===== config.mk =====
export PLATFORM = sky130hd
export DESIGN_NAME = stopwatch_core
export DESIGN_NICKNAME = d
export VERILOG_FILES = /design/src/rtl/stopwatch_pkg.sv /design/src/rtl/sw_run_toggle.sv /design/src/rtl/sw_digit_stage.sv /design/src/rtl/stopwatch_core.sv
export SDC_FILE = /design/constraint.sdc
export NUM_CORES = 1
export LEC_CHECK = 0
export ABC_AREA = 1
export BUFFER_PORTS_ARGS = -buffer_cell sky130_fd_sc_hd__buf_2
export CAP_MARGIN = 25
export CELL_PAD_IN_SITES_DETAIL_PLACEMENT = 1
export CELL_PAD_IN_SITES_GLOBAL_PLACEMENT = 1
export CORE_AREA = 2 2 61 63
export DETAILED_ROUTE_END_ITERATION = 16
export DIE_AREA = 0 0 63 65
export HOLD_SLACK_MARGIN = 0.1
export PLACE_DENSITY = 0.76
export RECOVER_POWER = 100
export SYNTH_ARGS = -nofsm -noshare
export SYNTH_HDL_FRONTEND = slang
export SYNTH_SLANG_ARGS = --single-unit

===== constraint.sdc =====
create_clock -name clk -period 1.31 [get_ports clk]
set_clock_uncertainty 0.15 [all_clocks]
set_input_delay 0.131 -clock clk [delete_from_list [all_inputs] [get_ports clk]]
set_output_delay 0.131 -clock clk [all_outputs]
set_load 0.01 [all_outputs]

===== src/rtl/stopwatch_pkg.sv =====
package stopwatch_pkg;
   // Number of digit stages in the timing cascade, least significant first.
   localparam int unsigned SW_STAGES = 5;

   // Modulus of stage i: tenths, sec units, sec tens, min units, min tens.
   function automatic int unsigned stage_modulus(input int unsigned idx);
      return ((idx == 2) || (idx == 4)) ? 6 : 10;
   endfunction

   // Width needed to hold the largest digit of the cascade.
   function automatic int unsigned min_digit_width();
      return 4;
   endfunction
endpackage


===== src/rtl/sw_run_toggle.sv =====
module sw_run_toggle (
   input  logic clk,
   input  logic arst,
   input  logic press,
   output logic run_q
);
   always_ff @(posedge clk or posedge arst) begin
      if (arst)
         run_q <= 1'b0;
      else if (press)
         run_q <= ~run_q;
   end
endmodule


===== src/rtl/sw_digit_stage.sv =====
module sw_digit_stage #(
   parameter int unsigned DIGIT_W = 4,
   parameter int unsigned MODULUS = 10
) (
   input  logic               clk,
   input  logic               arst,
   input  logic               adv,
   output logic [DIGIT_W-1:0] digit,
   output logic               carry
);
   localparam logic [DIGIT_W-1:0] TOP_VAL = DIGIT_W'(MODULUS - 1);

   if (MODULUS < 2 || MODULUS > (1 << DIGIT_W)) begin : g_bad_mod
      $error("sw_digit_stage: MODULUS does not fit DIGIT_W");
   end

   logic at_top;
   assign at_top = (digit == TOP_VAL);
   assign carry  = adv & at_top;

   always_ff @(posedge clk or posedge arst) begin
      if (arst)
         digit <= '0;
      else if (adv)
         digit <= at_top ? '0 : digit + DIGIT_W'(1);
   end
endmodule


===== src/rtl/stopwatch_core.sv =====
module stopwatch_core
   import stopwatch_pkg::*;
#(
   parameter int unsigned DIGIT_W = 4
) (
   input  logic               clk,
   input  logic               arst,
   input  logic               tick,
   input  logic               start_stop,
   output logic [DIGIT_W-1:0] tenths,
   output logic [DIGIT_W-1:0] sec_ones,
   output logic [DIGIT_W-1:0] sec_tens,
   output logic [DIGIT_W-1:0] min_ones,
   output logic [DIGIT_W-1:0] min_tens,
   output logic               running
);
   localparam int unsigned N = SW_STAGES;

   if (DIGIT_W < min_digit_width()) begin : g_bad_width
      $error("stopwatch_core: DIGIT_W too small for BCD digits");
   end

   logic [N:0]         adv_chain;
   logic [DIGIT_W-1:0] digits [N];

   sw_run_toggle u_run (
      .clk   (clk),
      .arst  (arst),
      .press (start_stop),
      .run_q (running)
   );

   assign adv_chain[0] = running & tick;

   for (genvar i = 0; i < N; i++) begin : g_stage
      sw_digit_stage #(
         .DIGIT_W (DIGIT_W),
         .MODULUS (stage_modulus(i))
      ) u_stage (
         .clk   (clk),
         .arst  (arst),
         .adv   (adv_chain[i]),
         .digit (digits[i]),
         .carry (adv_chain[i+1])
      );
   end

   assign tenths   = digits[0];
   assign sec_ones = digits[1];
   assign sec_tens = digits[2];
   assign min_ones = digits[3];
   assign min_tens = digits[4];
endmodule


# ---- Yosys cells after proc, flatten, opt, wreduce, memory -nomap -nowiden
# Index checks and enable logic that the tools add are counted.
# W data, S select, Z words.
dict set report op_classes {
  n_addsub 5
  mul 0
  n_div 0
  order_cmp 0
  eq_ne 5
  n_shift 0
  mux 5
  bitwise_logic 6
  reduce_logical 0
}
# operator n
set ops {}
lappend ops {{$add A4 B1 Y4 const B} 5}
lappend ops {{$mux W4} 5}
lappend ops {{$eq A4 B4 Y1 const B} 3}
lappend ops {{$eq A4 B3 Y1 const B} 2}
lappend ops {{$and A1 B1 Y1} 5}
lappend ops {{$not A1 Y1} 1}
dict set report totals {
  reg_bits 21
  latch_bits 0
  ramBits 0
  mem_bits_ro 0
  out_inout_bits 21
  mem_count 0
}

# ---- Longest topological paths before layout
# Gate-level depths: netlist of run 1.
dict set report depth {
  word_depth 5
  depth_mapped 8
  depth_no_buf 8
}

# ---- Modules after synthesis
# Synthesis of run 1 repeated with hierarchy kept, for this count alone.
dict set report unflattened {
  hier_cells 125
  area_unflattened_um2 989.7
}
# module n_inst cells_per_inst area_per_inst_um2 seq_area_each_um2
set by_module_without_submodules {}
lappend by_module_without_submodules {{sw_digit_stage (g_stage[0].u_stage ...)} 3 22 188.9 100.1}
lappend by_module_without_submodules {{sw_digit_stage (g_stage[2].u_stage ...)} 2 25 183.9 100.1}
lappend by_module_without_submodules {sw_run_toggle 1 7 47.5 25.0}
lappend by_module_without_submodules {stopwatch_core 1 2 7.5 0.0}

# ---- Worst setup path after synthesis of run 1
# OpenSTA, ideal clock, no wires.
dict set report synth_timing {
  path_kind {reg-to-reg}
  start {register g_stage[0].u_stage.digit[3]}
  end {register g_stage[4].u_stage.digit[3]}
  setup_time_ns 0.118
  arrival_ns 1.092
  required_time_ns 1.042
  path_slack_ns -0.050
  stages_incl_launch_ff 8
  n_path_buf 0
  synth_period_minus_slack_ns 1.360
  path_cell_list {dfrtp_1 > inv_1 > nor2_2 > inv_1 > nor2_2 > nand4_2 > nand2_1 > nand2_1}
}
dict set report synth_via {
  elab_chain_len 5
}
# item line_no
set synth_rtl {}
lappend synth_rtl {{start: declaration} sw_digit_stage.sv:8} ;# output logic [DIGIT_W-1:0] digit,
lappend synth_rtl {{start signal: assignment} sw_digit_stage.sv:25} ;# digit <= at_top ? '0 : digit + DIGIT_W'(1);
lappend synth_rtl {{$eq A4 B4 Y1} sw_digit_stage.sv:18} ;# assign at_top = (digit == TOP_VAL);
lappend synth_rtl {{$and A1 B1 Y1 (4 in a row)} sw_digit_stage.sv:19} ;# assign carry = adv & at_top;
lappend synth_rtl {{end signal: assignment} sw_digit_stage.sv:25}
lappend synth_rtl {{end: declaration} sw_digit_stage.sv:8}
# No other way between the ends.
# A chain may end at the register's enable or synchronous reset.

# ---- Final worst setup path of run 1
dict set report layout_timing {
  start {register g_stage[0].u_stage.digit[0]}
  end {register g_stage[0].u_stage.digit[1]}
}
dict set report layout_via {
  elab_chain_len 2
  word_cells_on_any_way 3
}
# item line_no
set layout_rtl {}
lappend layout_rtl {{$add A4 B1 Y4 or $eq A4 B4 Y1 (tied branches)} {sw_digit_stage.sv:25, sw_digit_stage.sv:18}}
lappend layout_rtl {{$mux W4 *} sw_digit_stage.sv:25}
# Mark *: on every way between the ends. The rest lies on a longest branch, timed or not.

==> impl_results.md, run 1 <==
- GRT Total Usage: 18.0%
- Filler cells: 435
- First-pass GRT wire length: 5750 um
- Critical path's top delay family: compound AO/OA/AOI/OAI gates
- Synth cell types: 20
- Failing checks: negative setup slack
- Synth Area in XOR/XNOR: 7.45%
- Biggest area consumer among synthesized cells: dfrtp_1
- Post-route ant nets: 0
- Wirelength, routed: 3600 um
- Worst setup margin: -122 ps
- Die width: 63 um
- Final critical-path share of the clock period: 109%
- Worst-margin pin slew: approximately 550 ps
- Most common cell in the netlist: nand2_1
- WL per Instance: 14.1 um
- RSZ-0062 raised after global routing: yes
- Dpl hpwl: approximately 2300 um
- Remaining Overflow, GRT: 0
- Reg clk slew, reported paths: about 120 ps
- Crit path DAT: 1470 ps
- Crit path cell chain: inv_2, buf_4, buf_4, o21ai_0, o21ai_0
- Vias: 1177
- Prevailing post-synth register cell: dfrtp_1
- Share of the synthesized area in the top cell type: 44.7%
- # DRC: 0
- Cell area after synthesis: 1170 um^2
- Top cells by area, synth: dfrtp_1 45%, nand2_1 15%, xor2_1 7.5%, inv_1 5.8%, nor2_1 3.5%
- Post-place instance area: 1540 um^2
- Final std cell area, no fill: approximately 1800 um^2
- Synthesized flop and latch total: 21
- Final-report hold violation count: 0
- Vias in the first global route: 1279
- Register area share after synthesis: between 40% and 50%
- Clock latency on the worst-skew pair: 330 ps
- Die height: approximately 65 um
- I/O Pins: 25
- Async set-reset flop share out of synthesis: 100%
- Vias per cell: 4.60
- 1st-pass router iterations: 4
- Simple-Gate Fraction of Synth Area: 37.3%
- Slew margin rel.: 63.2%
- CTS Sinks: 21
- Die area: 4100 um^2
- FP Rows: 22
- Clock period minus final worst setup slack: 1430 ps
- Setup WS pre-CTS: -85.9 ps
- Crit-path max cell delay: 400 ps
- Max Cap Viol: 0
- CP endpoint kind: flop
- Leak: 0.931 nW
- Initial antenna violation count: 0
- Pins Over Slew Limit: 0
- CTS Buf Count: 3
- Mux cell area share after synthesis: 0%
- Ant diodes: 0
- # port buffers: 24
- Post-synth EDFFs: 0
- Fraction of the mapped netlist area in compound gates: 3.41%
- Largest family of logic cells by synthesized area: simple AND/OR/NAND/NOR gates
- H-tree depth: 1
- Commonest cells in the netlist: 46 x nand2_1, 21 x dfrtp_1, 18 x inv_1
- Syn. warnings: 0
- Pin count of the biggest net entering global routing: 22
- Post-CTS Hold Buffers: 2
- FMAX: 0.698 GHz
- CP max-delay cell: dfrtp_1
- Bufs on Longest Clock Path: 2
- Core box area: around 3500 um^2
- Worst Path Max Fanout: 2
- Worst VDD drop: 1.12 mV
- Adder-cell share of the synthesized area: 0%
- Setup tns final: -1220 ps
- Synthesized Nets: 148
- Crit Path Class: flop to flop
- Crit path buffers/inverters: 3
- HP Class: primary input to flop
- Outcome: complete, but fails checks
- Final net count: 213
- Area grow syn2layout: 53.2%
- Post-Synthesis Cells: 144
- Clock root cell: clkbuf_4
- Fin util: 51.5%
- Initial Util: 33.6%
- Crit path required time: 1350 ps
- Final-report setup violation count: 17
- Power density cells: ~1400 nW/um^2
- Avg Inst Size Synth: 8.16 um^2
- Worst setup SP type: flop
- Share of cells above drive strength 1: 46.2%
- RePlAce Congestion: 0.822
- Drt initial violations: 20
- CTS tree: built
[stage by stage]
| stage | power, W | cells | hold slack (ps) |
|---|---|---|---|
| 2_1_floorplan | 0.00136 | 144 | -42.6 |
| 3_3_place_gp | 0.00173 | 236 | 26.8 |
| 3_5_place_dp | 0.00178 | 236 | 33.9 |
| 4_1_cts | 0.00222 | 247 | 41.3 |
| 5_1_grt | 0.00259 | 256 | 53.8 |
| 6_report | 0.00245 | 256 | 46.9 |
[kinds of logic (layout without fill, tap and decap cells)]
kind of cell / after synthesis / in the layout
and+or+nand+nor: 84 / 85
DFF: 21 / 21
buffers and inverters: 21 / 84
xor gates and xnor gates: 10 / 10
AOI/OAI and AO/OA: 8 / 8
[cells in the final DEF (no fill, tap or decap)]
master / n
dlygate4sd3_1: 2
buf_2: 19
nor2_2: 2
clkbuf_2: 1
nor2_4: 8
clkinv_2: 1
buf_4: 20
o21ai_0: 5
buf_6: 15
clkbuf_1: 1
inv_2: 4
nand2_2: 9
nand3b_1: 1
dfrtp_1: 15
nor2_1: 8
nand3_4: 2
inv_1: 16
nand4_1: 6
or2_2: 1
nand2_1: 38
nand4_4: 1
buf_12: 1
nand3_1: 7
xor2_1: 10
o21ai_1: 3
clkbuf_4: 3
clkinv_4: 1
dfrtp_2: 6
nand2_4: 1
nor2_8: 1
[what timing repair did]
| action | CTS | global route |
|---|---|---|
| gates cloned | 1 | 0 |
| pin swaps | 9 | 14 |
| endpoints found under the hold margin | 24 | 2 |
| resized for setup | 10 | 26 |
| buffers inserted | 4 | 9 |
| setup endpoints to repair | 16 | 31 |
[worst min-delay path: cells and delay by family]
family / cells / cell delay (ps)
simple gates: 1 / 80
buf+inv: 2 / 230
xor+xnor: 1 / 60
[flip-flops by register name, indices dropped and copies added, names as in the netlist]
signal / cells
g_stage.u_stage.digit: 20
u_run.run_q: 1
[path summary, 6_finish.rpt]
check | cells after the start | slack [ps] | startpoint | endpoint
setup / recovery | 5 | -120 | g_stage[0].u_stage.digit[0]$_DFFE_PP0N_ | g_stage[0].u_stage.digit[1]$_DFFE_PP0N_
min in group asynchronous | 4 | 340 | arst | g_stage[1].u_stage.digit[2]$_DFFE_PP0N_
hold reg to reg | 2 | 430 | g_stage[4].u_stage.digit[3]$_DFFE_PP0P_ | g_stage[4].u_stage.digit[3]$_DFFE_PP0P_
max in group asynchronous | 4 | 270 | arst | g_stage[3].u_stage.digit[0]$_DFFE_PP0P_
setup reg to reg | 5 | -120 | g_stage[0].u_stage.digit[0]$_DFFE_PP0N_ | g_stage[0].u_stage.digit[1]$_DFFE_PP0N_
hold / removal | 4 | 50 | tick | g_stage[0].u_stage.digit[0]$_DFFE_PP0N_
[report_power, final]
part	switching [W]	leakage [nW]	internal (W)
Sequential	0.000125	0.262	0.000780
Combinational	0.000594	0.651	0.000613
Clock	0.000223	0.0177	0.000115
[layout make-up]
| type | instances | area [um^2] | share of cell area, % |
|---|---|---|---|
| well taps | 48 | 60.1 | 3.34 |
| clock inverters | 1 | 5.00 | 0.278 |
| inverters | 21 | 83.8 | 4.66 |
| repair buffers | 59 | 463 | 25.7 |
| multi-input cells | 103 | 633 | 35.2 |
| clock buffers | 3 | 22.5 | 1.25 |
| flip-flops and latches | 21 | 533 | 29.6 |
[routing by layer]
layer | GRT usage [%] | part of all wire [%]
met1 | 18.5 | 38
met2 | 36.7 | 57
met3 | 4.17 | 2.8
met4 | 3.33 | 2.6
met5 | 0 | 0
Note: power is estimated with default switching activity, not from simulation.
==> inputs of run 2 (changes only) <==
- clock period: 1.31 -> 1.2 ns (I/O delays scaled with it)
==> run 2 against run 1 <==
The run ends with negative hold slack, negative setup slack left. Sequential power up 11%. First-iteration DRC count unchanged. Global-route usage up 1.0 points. Wire length about the same. Combinational power up 13%. Clock power up 8.9%. Sequential share of layout area down 2.4 points. Critical path depth down 2. Worst hold slack worse by 100 ps. Worst setup slack worse by 130 ps. Sequential cell count unchanged. Die area unchanged.
==> impl_results.md, run 2 (synthesized netlist as in run 1, its figures left out) <==
- Max reg flops: 20
- Largest regs: g_stage.u_stage.digit: 20 flops, u_run.run_q: 1 flops
- 1st-pass router iterations: 4
- Critical path's top delay family: flip-flops
- Clock latency on the worst-skew pair: 320 ps
- First-pass GRT wire length: slightly above 6000 um
- Failing checks: negative hold slack, negative setup slack
- Worst-margin pin slew: 553 ps
- Remaining Overflow, GRT: 0
- Pins Over Slew Limit: 0
- Vias: 1237
- CP max-delay cell: dfrtp_2
- Dpl hpwl: 2470 um
- CTS Buf Count: 3
- Worst flop-to-flop path startpoint: g_stage[1].u_stage.digit[0]$_DFFE_PP0N_
- Initial Util: about 34%
- Post-CTS Hold Buffers: 2
- Post-place instance area: 1590 um^2
- Crit path cell chain: buf_4, buf_4, buf_2
- Pin count of the biggest net entering global routing: 22
- RePlAce Congestion: 0.857
- Fin util: 55.9%
- Most common cell on crit path: buf_4
- Clock root cell: clkbuf_4
- # DRC: 0
- CP endpoint kind: output port
- Outcome: complete, but fails checks
- Power density cells: 1400 nW/um^2
- Die width: 63 um
- H-tree depth: 1
- Die area: ~4000 um^2
- Worst VDD drop: 0.916 mV
- Hold_ws: -54.1 ps
- Wirelength, routed: 3610 um
- Slew margin rel.: 63.1%
- I/O Pins: 25
- Final-report setup violation count: 36
- FMAX: ~0.7 GHz
- Crit Path Class: flop to output port
- Drt initial violations: 20
- Final net count: 226
- Initial antenna violation count: 0
- Final Power: 0.00274 W
- CTS Sinks: 21
- Ant diodes: 0
- Die height: approximately 65 um
- Max Cap Viol: 0
- Vias per cell: 4.60
- Leak: 1.01 nW
- Worst setup path start: g_stage[1].u_stage.digit[0]$_DFFE_PP0N_
- Share of cells above drive strength 1: 48.4%
- Crit path buffers/inverters: 3
- WL per Instance: 13.4 um
- Core box area: roughly 3500 um^2
- Post-route ant nets: 0
- CTS tree: built
- Setup WS pre-CTS: -210 ps
- Crit path DAT: 1180 ps
- Final-report hold violation count: 1
- Crit-path max cell delay: 460 ps
- Area grow syn2layout: 66.5%
- Worst setup margin: -252 ps
- Most common cell after layout, fill and taps aside: nand2_1
- RSZ-0062 raised after global routing: yes
- GRT Total Usage: 19.0%
- Worst hold path startpoint: tick
- Worst Path Max Fanout: 3
- Bufs on Longest Clock Path: 2
- Commonest non-fill, non-tap cells in the layout: 40 x nand2_1, 29 x buf_6, 29 x buf_4
- Final critical-path share of the clock period: 121%
- Final std cell area, no fill: a little under 2000 um^2
- # port buffers: 24
- Vias in the first global route: about 1400
- Crit path required time: between 900 and 1000 ps
- Clock period minus final worst setup slack: 1450 ps
- Largest register by flop count: g_stage.u_stage.digit
- HP Class: primary input to flop
- Worst setup SP type: flop
- FP Rows: 22
- Reg clk slew, reported paths: 140 ps
run 2: changes by cell type in the layout (fill, tap and decap cells not counted), sizes merged:
cell	change
clkbuf	+3
buf	+10
run 2: worst paths after layout:
kind / slack [ps] / endpoint / cells past startpoint
max in group asynchronous: 210 / g_stage[1].u_stage.digit[1]$_DFFE_PP0N_ / 4
min: -50 / g_stage[0].u_stage.digit[0]$_DFFE_PP0N_ / 3
min in group asynchronous: 300 / g_stage[0].u_stage.digit[3]$_DFFE_PP0N_ / 4
max reg2reg: -240 / g_stage[3].u_stage.digit[2]$_DFFE_PP0P_ / 8
min reg2reg: 400 / g_stage[4].u_stage.digit[3]$_DFFE_PP0P_ / 2
max: -250 / sec_ones[0] / 3
run 2: repair_timing:
item	CTS	global route
resized for setup	28	19
endpoints found under the setup margin	37	37
buffers inserted	12	7
gates cloned	1	0
pin swaps	8	9
hold endpoints to repair	25	2
run 2: layer usage:
metal	track usage, %	share of wire (%)
met1	21.0	40
met3	2.60	1.9
met5	0	0
met4	5.00	0.31
met2	37.8	57
run 2: layout make-up:
class	instances	area, um^2
Clock buffer	3	22.5
Fill cell	425	1540
Tap cell	48	60.1
Clock inverter	1	5.00
Timing Repair Buffer	72	622
Inverter	21	83.8
Multi-Input combinational cell	103	631
Sequential cell	21	532
run 2: tightest hold or removal path, cell delays in order:
cell     delay (ps)
buf_2           110
nand2_2          90
xor2_1           70
run 2: metrics by stage:
| stage | setup TNS, ps | std cells |
|---|---|---|
| 2_1_floorplan | -1240 | 144 |
| 3_3_place_gp | -1240 | 244 |
| 3_5_place_dp | -2100 | 244 |
| 4_1_cts | -3990 | 263 |
| 5_1_grt | -7020 | 269 |
| 6_report | -4480 | 269 |
run 2: power by group:
group / total [W] / internal, W / switching [W]
clock network: 0.000368 / 0.000125 / 0.000243
logic: 0.00137 / 0.000731 / 0.000635
registers: 0.00101 / 0.000855 / 0.000152
